$ cat src/rtl/cnt_host_regs.sv
module cnt_host_regs #(
  parameter int DW    = 8,
  parameter int REG_W = 24
) (
  input  logic             clk,
  input  logic             rst_n,
  input  logic             ce_n,
  input  logic             cd,
  input  logic             rd_n,
  input  logic             wr_n,
  input  logic [DW-1:0]    d_in,
  output logic [DW-1:0]    d_out,
  output logic             d_oe,
  input  logic [REG_W-1:0] latch_val,
  input  logic             abn_flag,
  input  logic [DW-2:0]    flags,
  output logic [REG_W-1:0] preload,
  output logic [REG_W-1:0] reference,
  output logic [DW-1:0]    mode
);
  localparam int NB  = REG_W / DW;
  localparam int TOT = 3 * NB + 1;
  localparam int PW  = $clog2(TOT);
  localparam logic [PW-1:0] LASTP = PW'(TOT - 1);

  logic [2:0] ce_q, cd_q, rd_q, wr_q;
  logic [DW-1:0] din_cap;
  logic [PW-1:0] ptr;
  logic [1:0] region;
  logic [PW-1:0] sub;
  logic [DW-1:0] rd_byte;

  always_ff @(posedge clk or negedge rst_n)
    if (!rst_n) begin
      ce_q <= '1; cd_q <= '0; rd_q <= '1; wr_q <= '1;
    end else begin
      ce_q <= {ce_q[1:0], ce_n};
      cd_q <= {cd_q[1:0], cd};
      rd_q <= {rd_q[1:0], rd_n};
      wr_q <= {wr_q[1:0], wr_n};
    end

  always_ff @(posedge clk or negedge rst_n)
    if (!rst_n) din_cap <= '0;
    else if (!wr_q[0]) din_cap <= d_in;

  wire rd_ev   = rd_q[1] & ~rd_q[2] & ~ce_q[2] & wr_q[2];
  wire wr_ev   = wr_q[1] & ~wr_q[2] & ~ce_q[2] & rd_q[2];
  wire data_rd = rd_ev & ~cd_q[2];
  wire data_wr = wr_ev & ~cd_q[2];
  wire cmd_wr  = wr_ev &  cd_q[2];

  always_comb begin
    if (ptr < PW'(NB)) begin
      region = 2'd0; sub = ptr;
    end else if (ptr < PW'(2 * NB)) begin
      region = 2'd1; sub = ptr - PW'(NB);
    end else if (ptr < PW'(3 * NB)) begin
      region = 2'd2; sub = ptr - PW'(2 * NB);
    end else begin
      region = 2'd3; sub = '0;
    end
  end

  always_comb
    case (region)
      2'd0:    rd_byte = preload[int'(sub) * DW +: DW];
      2'd1:    rd_byte = reference[int'(sub) * DW +: DW];
      2'd2:    rd_byte = latch_val[int'(sub) * DW +: DW];
      default: rd_byte = mode;
    endcase

  always_ff @(posedge clk or negedge rst_n)
    if (!rst_n) begin
      preload <= '0; reference <= '0; mode <= '0;
    end else if (data_wr) begin
      case (region)
        2'd0:    preload[int'(sub) * DW +: DW]   <= din_cap;
        2'd1:    reference[int'(sub) * DW +: DW] <= din_cap;
        2'd3:    mode <= din_cap;
        default: ;
      endcase
    end

  always_ff @(posedge clk or negedge rst_n)
    if (!rst_n) ptr <= '0;
    else if (cmd_wr) ptr <= (din_cap[PW-1:0] <= LASTP) ? din_cap[PW-1:0] : '0;
    else if (data_rd || data_wr) ptr <= (ptr == LASTP) ? '0 : ptr + 1'b1;

  assign d_oe  = ~ce_n & ~rd_n & wr_n;
  assign d_out = cd ? {abn_flag, flags} : rd_byte;

  assert_ce_idle_R1: assert property (@(posedge clk) disable iff (!rst_n)
    (ce_n && $past(ce_n) && $past(ce_n, 2) && $past(ce_n, 3))
      |-> ($stable(preload) && $stable(reference) && $stable(mode) && $stable(ptr)));

  assert_ptr_step_R6: assert property (@(posedge clk) disable iff (!rst_n)
    ((data_rd || data_wr) && !cmd_wr && ptr != LASTP) |=> ptr == $past(ptr) + 1'b1);

  assert_ptr_wrap_R7: assert property (@(posedge clk) disable iff (!rst_n)
    ((data_rd || data_wr) && !cmd_wr && ptr == LASTP) |=> ptr == '0);

  assert_latch_ro_R9: assert property (@(posedge clk) disable iff (!rst_n)
    (data_wr && region == 2'd2)
      |=> ($stable(preload) && $stable(reference) && $stable(mode)));

  assert_status_keeps_ptr_R10: assert property (@(posedge clk) disable iff (!rst_n)
    (rd_ev && cd_q[2]) |=> $stable(ptr));

  assert_cmd_range_R5: assert property (@(posedge clk) disable iff (!rst_n)
    cmd_wr |=> ptr <= LASTP);
endmodule

$ cat config.mk
export PLATFORM = sky130hd
export DESIGN_NAME = cnt_host_regs
export DESIGN_NICKNAME = d
export VERILOG_FILES = /design/src/rtl/cnt_host_regs.sv
export SDC_FILE = /design/constraint.sdc
export NUM_CORES = 1
export LEC_CHECK = 0
export BUFFER_PORTS_ARGS = -buffer_cell sky130_fd_sc_hd__buf_2
export CORE_MARGIN = 2
export CORE_UTILIZATION = 50
export CTS_CLUSTER_DIAMETER = 40
export CTS_CLUSTER_SIZE = 40
export DETAILED_ROUTE_END_ITERATION = 16
export PLACE_DENSITY_LB_ADDON = 0.12
export SYNTH_ARGS = -nofsm -noshare
export SYNTH_HDL_FRONTEND = slang
export SYNTH_SLANG_ARGS = --single-unit
$ cat constraint.sdc
create_clock -name clk -period 4.6 [get_ports clk]
set_clock_uncertainty 0.15 [all_clocks]
set_input_delay 0.23 -clock clk [delete_from_list [all_inputs] [get_ports clk]]
set_output_delay 0.23 -clock clk [all_outputs]
set_load 0.03 [all_outputs]
==> results.md, run 1 <==
- Area share of and/or/nand/nor cells after synthesis: 0.1375
- Max capacitance violation total: 0
- Die outline height: 96.11 µm
- Largest area contributor in the synthesized netlist: sky130_fd_sc_hd__dfrtp_1
- Sequential share of the synthesized area: 0.4746
- Post-synthesis to final-layout area growth: 26.28%
- Routed wirelength normalized by instance count: 20.63 µm
- Crit path launch: ptr[0]
- Async set or reset register ratio after synthesis: 1.000
- Antenna violations before repair: 0
- Area of the die: 0.009236 mm²
- Total routing resource utilization after global routing: 0.2633
- Hold Startpoint: cd
- Max IR drop VDD: 0.0003470 V
- Via count normalized by instance count: 6.102
- Largest net degree at the start of global routing: 81
- Routed WL: 11950 µm
- Worst slew slack as a fraction of its limit: 0.3331
- Clock buffer count from CTS: 9
- Critical path required time: 4.68 ns
- Cell type of the slowest stage on the worst timing path: sky130_fd_sc_hd__dfrtp_1
- Sw Pwr: 1.515 mW
- Final setup violation count: 0
- Placement row count: 33
- Max-slew violation total from the final report: 0
- Final instance area: 0.005356 mm²
- Hold-critical path depth: 1
- Number of iterations in the first detailed-routing pass: 8
- Combinational family with the most area after synthesis: multiplexers
- Shortest period the worst path allows: 4.338 ns
- Antenna violation net count after detailed routing: 0
- RePlAce Congestion: 0.8921
- Synth warn: 0
- Depth of the worst register-to-register path: 11
- Endpoint arrival time on the critical path: 4.42 ns
- Fraction of layout instances using a drive strength above 1: 0.5000
- Setup Crit Path Kind: reg2reg
- Filler Cells Inserted: 654
- Crit path largest cell delay: 0.54 ns
- Horizontal die dimension: 96.11 µm
- Post-synthesis adder-cell area fraction: 0.02065
- Cell variety after synth: 52
- Mapped Avg Cell Area: 12.40 µm²
- RSZ-0062 raised after global routing: false
- Starting density of the core: 0.5162
- Power density of the placed cells: 637.3 mW/mm²
- Number of global-route vias before repair: 3332
- Post-route worst setup slack: 0.2623 ns
- Remaining DRCs: 0
- Maximum number of buffers from clock root to sink: 2
- Final global-route overflow total: 0
- Internal power of the cells: 1.898 mW
- Number of enable-type register cells in the synthesized netlist: 0
- Dpl cells: 548
- Combinational power share: 0.535
- Nets@finish: 522
- Portion of netlist area occupied by mux cells: 0.1959
- Outcome: complete, no violations
- Most common library cells after synthesis: sky130_fd_sc_hd__dfrtp_1, sky130_fd_sc_hd__mux2_2, sky130_fd_sc_hd__a222oi_1
- CP max FO: 11
- Sequential cell fraction of total power: 0.268
- Number of sinks driven by the clock tree: 80
- Final number of hold-violating endpoints: 0
- Count of pins on the block boundary: 111
- Launch instance of the worst register-to-register path: ptr[0]
- Register bit total from synthesis: 80
- # diodes: 0
- Yosys top cell area share: 0.4189
- Placeable Area: 0.008217 mm²
- Placed wire-length estimate after detailed placement: 8165 µm
- Clock root buffer: sky130_fd_sc_hd__clkbuf_8
- Drt initial violations: 311
- Post-synthesis net count: 395
- Leakage power: 2.569 nW
- Worst setup slack after placement: 0.04646 ns
- Area share of xor/xnor cells in the synthesized design: 0.006195
- Part of the total power dissipated in the clock network: 0.197
- CP cell instances: inv_1, ha_1, or4bb_1, o211ai_1, inv_1, ha_1, nor4b_2, mux2i_2, nor4b_4, buf_4, mux2_2
- Clk Latency, worst-skew pair: 0.35 ns
- Class of the worst hold path: in2reg
- Wire length of the first global-routing pass: 17910 µm
- Standard cell area after detailed placement: 0.004942 mm²
- Number of standard cells after synthesis: 342
- TritonCTS clock tree: done
- Compound-cell area share of the yosys netlist: 0.1375
- Clock slew at reported path FFs: 0.09 ns
- Number of standard cells in the final layout excluding fillers: 579
- Dominant synthesized flop cell: sky130_fd_sc_hd__dfrtp_1
- Htree depth: 3
- Switching share of power: 0.4439
- Combined area of all synthesized cells: 0.004242 mm²
- Fmax achieved: 230.5 MHz
- Fin crit share: 0.9430
- Total negative setup slack: 0 ns
- Ranking of synthesized cells by area: sky130_fd_sc_hd__dfrtp_1, sky130_fd_sc_hd__mux2_2, sky130_fd_sc_hd__a222oi_1
- Via total after detailed routing: 3533
- Crit path launch type: flip-flop
- Critical Path Sink Type: flip-flop
- Number of buffers added on ports: 110
- Slew at the pin closest to its max-slew limit: 1.000 ns
-- per-stage QoR --
| stage | hold WS [ns] | power (mW) | util |
|---|---|---|---|
| finish | 0.03546 | 3.414 | 0.6519 |
| global route | 0.02467 | 3.601 | 0.6519 |
| CTS | 0.02194 | 3.389 | 0.6478 |
| detailed placement | 0.1957 | 2.705 | 0.6015 |
| global placement | 0.1835 | 2.674 | 0.6015 |
| floorplan | -0.2156 | 2.193 | - |
-- flip-flops by register name (all words and copies together), names as in the netlist --
signal     flops
preload       24
reference     24
din_cap        8
mode           8
ptr            4
cd_q           3
ce_q           3
rd_q           3
wr_q           3
-- cell type report --
class / instances / area [µm²] / area share
clock buffer: 11 / 131.4 / 0.02453
inverter: 7 / 26.28 / 0.004905
timing repair buffer: 138 / 793.3 / 0.1481
sequential: 80 / 2014 / 0.3761
clock inverter: 5 / 128.9 / 0.02406
tap: 105 / 131.4 / 0.02453
multi-input combinational: 233 / 2131 / 0.3978
-- per-layer routing --
| layer | vias up | GRT usage | share of wire |
|---|---|---|---|
| met4 | 0 | 0.1000 | 0.016 |
| met3 | 16 | 0.05090 | 0.078 |
| met1 | 1765 | 0.3731 | 0.44 |
| met5 | - | 0 | 0 |
| met2 | 164 | 0.4005 | 0.47 |
| li1 | 1588 | - | - |
-- worst paths after layout --
check	end	slack [ns]
max in group asynchronous	ptr[1]	3.21
hold / removal	cd_q[0]	0.04
setup / recovery	reference[15]	0.26
setup reg to reg	reference[15]	0.26
hold reg to reg	ce_q[2]	0.21
min in group asynchronous	ptr[2]	0.41
-- power groups by stage --
stage,registers (mW),logic [mW],clock network [mW]
after CTS,0.910,1.80,0.682
after global placement,0.920,1.75,0
after detailed placement,0.923,1.78,0
after floorplan,0.975,1.22,0
final,0.914,1.83,0.672
after global routing,0.930,1.95,0.716
-- critical path, delay by kind of cell (launching register included) --
kind	cells	cell delay [ns]
flip-flops	1	0.54
multiplexers	2	0.55
AO/OA/AOI/OAI	1	0.29
adder cells (fa/ha/maj)	2	0.87
buffers and inverters	3	0.58
AND/OR/NAND/NOR	3	1.25
-- placed cells by master (no fill, tap or decap), types with 8 or more instances in the layout --
| cell type | n |
|---|---|
| sky130_fd_sc_hd__buf_2 | 109 |
| sky130_fd_sc_hd__mux2_2 | 71 |
| sky130_fd_sc_hd__dfrtp_1 | 70 |
| sky130_fd_sc_hd__a222oi_1 | 24 |
| sky130_fd_sc_hd__buf_4 | 17 |
| sky130_fd_sc_hd__nand2_1 | 12 |
| sky130_fd_sc_hd__dlygate4sd3_1 | 12 |
| sky130_fd_sc_hd__nand3b_1 | 10 |
| sky130_fd_sc_hd__nor2_1 | 10 |
| sky130_fd_sc_hd__nor2b_1 | 10 |
| sky130_fd_sc_hd__o211ai_1 | 9 |
| sky130_fd_sc_hd__nor4b_1 | 9 |
| sky130_fd_sc_hd__dfstp_2 | 9 |
| sky130_fd_sc_hd__clkbuf_8 | 9 |
| sky130_fd_sc_hd__a22oi_1 | 8 |
-- what timing repair did --
item,in CTS,in global routing
gates resized for setup,0,3
endpoints found under the hold margin,82,0
setup endpoints to repair,0,24
hold buffers,12,0
setup buffers,0,3
-- logic make-up (layout without fill, tap and decap cells) --
family / count (synthesis) / count (layout)
muxes: 74 / 74
adders and majority gates: 7 / 7
AOI/OAI and AO/OA: 68 / 68
xor gates and xnor gates: 3 / 3
and+or+nand+nor: 81 / 81
DFF: 80 / 80
buffers and inverters: 29 / 161
Note: power is estimated with default switching activity, not from simulation.
==> inputs of run 2 (changes only) <==
Settings changed: REMOVE_ABC_BUFFERS set to 1.
==> run 2 against run 1 <==
Highest routed layer unchanged. Sequential power up 0.8%. Critical path type unchanged. Sequential share of layout area up 0.69 points. Fmax down 0.98%. Sequential cell count unchanged. Critical path depth unchanged. Routed wire length up 0.56%. Setup slack worse by 0.043 ns. Register-to-register slack worse by 0.04 ns. Largest cell class unchanged. Combinational power about the same.
==> results.md, run 2 (synthesis results as in run 1) <==
- Max-slew violation total from the final report: 0
- Antenna violation net count after detailed routing: 0
- Via count normalized by instance count: 6.097
- Class of the worst hold path: in2reg
- Shortest period the worst path allows: 4.380 ns
- Htree depth: 3
- # diodes: 0
- CP cell instances: inv_1, ha_1, or4bb_1, o211ai_1, inv_1, ha_1, nor4b_1, mux2i_1, nor4b_4, buf_4, mux2_2
- CP max FO: 11
- Total negative setup slack: 0 ns
- Starting density of the core: 0.5162
- Placeable Area: 0.008217 mm²
- RSZ-0062 raised after global routing: false
- Total routing resource utilization after global routing: 0.2702
- Clock buffer count from CTS: 9
- Via total after detailed routing: 3524
- Placement row count: 33
- Endpoint arrival time on the critical path: 4.47 ns
- Number of sinks driven by the clock tree: 80
- Final setup violation count: 0
- Leakage power: 2.517 nW
- Max IR drop VDD: 0.0003073 V
- Nets@finish: 521
- Fin crit share: 0.9523
- Routed wirelength normalized by instance count: 20.78 µm
- Wire length of the first global-routing pass: 18330 µm
- Critical Path Sink Type: flip-flop
- Clock slew at reported path FFs: 0.09 ns
- Max capacitance violation total: 0
- Number of gates on the worst path with buffers counted: 11
- Critical path required time: 4.69 ns
- Worst slew slack as a fraction of its limit: 0.3446
- Power density of the placed cells: 618.0 mW/mm²
- Setup Crit Path Kind: reg2reg
- Area of the die: 0.009236 mm²
- Post-synthesis to final-layout area growth: 24.01%
- Number of global-route vias before repair: 3384
- Crit-path leading delay family: simple AND/OR/NAND/NOR gates
- Largest net degree at the start of global routing: 81
- Post-layout utilization of the core: 0.6402
- Remaining DRCs: 0
- Clock root buffer: sky130_fd_sc_hd__clkbuf_8
- Crit path largest cell delay: 0.56 ns
- Count of pins on the block boundary: 111
- Hold-critical path depth: 1
- Placed wire-length estimate after detailed placement: 8200 µm
- Outcome: complete, no violations
- Routed WL: 12010 µm
- Total power: 3.251 mW
- Fmax achieved: 228.3 MHz
- Standard cell area after detailed placement: 0.004942 mm²
- Registers with the most flip-flops: preload (24), reference (24)
- Cell type of the slowest stage on the worst timing path: sky130_fd_sc_hd__dfrtp_1
- Number of buffers added on ports: 110
- Slew at the pin closest to its max-slew limit: 0.9831 ns
- TritonCTS clock tree: done
- Maximum number of buffers from clock root to sink: 2
- Filler Cells Inserted: 678
- Final number of hold-violating endpoints: 0
- Clk Latency, worst-skew pair: 0.36 ns
- Drt initial violations: 294
- Crit path buf inv count: 3
- Antenna violations before repair: 0
- Final global-route overflow total: 0
- Fraction of layout instances using a drive strength above 1: 0.4968
- Depth of the worst register-to-register path: 11
- Final instance area: 0.005260 mm²
- Horizontal die dimension: 96.11 µm
- RePlAce Congestion: 0.9355
- Highest-count cells in the layout ignoring fill and taps: sky130_fd_sc_hd__buf_2, sky130_fd_sc_hd__mux2_2, sky130_fd_sc_hd__dfrtp_1, sky130_fd_sc_hd__a222oi_1, sky130_fd_sc_hd__buf_4
- Number of iterations in the first detailed-routing pass: 9
- Crit path launch type: flip-flop
- Die outline height: 96.11 µm
- Commonest non-fill, non-tap cell in the layout: sky130_fd_sc_hd__buf_2
==> run 2: per-layer routing <==
metal  track usage  share of wire  vias up
li1              -              -     1584
met1        0.3889           0.44     1755
met2        0.4074           0.47      170
met3       0.05012          0.071       15
met4        0.1000          0.015        0
met5             0              0        -
==> run 2: final timing paths <==
path,to,slack [ns],start
setup / recovery,reference[12],0.22,ptr[0]
hold / removal,cd_q[0],0.05,cd
setup reg to reg,reference[12],0.22,ptr[0]
hold reg to reg,cd_q[1],0.20,cd_q[0]
max in group asynchronous,ptr[1],3.18,rst_n
min in group asynchronous,ptr[3],0.40,rst_n
==> run 2: cell type report <==
| cell class | count | area [µm²] | share of cell area |
|---|---|---|---|
| tap | 105 | 131.4 | 0.02498 |
| clock inverter | 5 | 40.04 | 0.007612 |
| clock buffer | 11 | 141.4 | 0.02688 |
| timing repair buffer | 137 | 785.8 | 0.1494 |
| inverter | 7 | 26.28 | 0.004995 |
| multi-input combinational | 233 | 2121 | 0.4032 |
| sequential | 80 | 2014 | 0.3830 |
==> run 2: where the power goes <==
| part | switching, mW | internal [mW] | leakage (nW) |
|---|---|---|---|
| combinational | 1.15 | 0.697 | 1.39 |
| clock | 0.268 | 0.214 | 0.0822 |
| sequential | 0.130 | 0.790 | 1.05 |
| total | 1.55 | 1.70 | 2.52 |
==> run 2: timing repair <==
item                       in CTS  in global routing
hold endpoints to repair       82                  0
setup endpoints to repair       0                 22
gates resized for setup         0                  1
hold buffers                   12                  0
buffers inserted                0                  2
==> run 2: stage by stage <==
| stage | cells | setup slack [ns] | hold WS (ns) |
|---|---|---|---|
| 3_5_place_dp | 548 | 0.2114 | 0.1895 |
| 2_1_floorplan | 320 | 0.2453 | -0.2156 |
| 6_report | 578 | 0.2195 | 0.05185 |
| 4_1_cts | 576 | 0.1367 | 0.04051 |
| 3_3_place_gp | 548 | 0.4106 | 0.1836 |
| 5_1_grt | 578 | 0.03705 | 0.03256 |
==> run 2: worst register-to-register path: stages, from the launching register on <==
cell and delay [ns]:
sky130_fd_sc_hd__dfrtp_1 0.56, sky130_fd_sc_hd__inv_1 0.15, sky130_fd_sc_hd__ha_1 0.35, sky130_fd_sc_hd__or4bb_1 0.50, sky130_fd_sc_hd__o211ai_1 0.25, sky130_fd_sc_hd__inv_1 0.18, sky130_fd_sc_hd__ha_1 0.48, sky130_fd_sc_hd__nor4b_1 0.27
sky130_fd_sc_hd__mux2i_1 0.33, sky130_fd_sc_hd__nor4b_4 0.48, sky130_fd_sc_hd__buf_4 0.23, sky130_fd_sc_hd__mux2_2 0.34
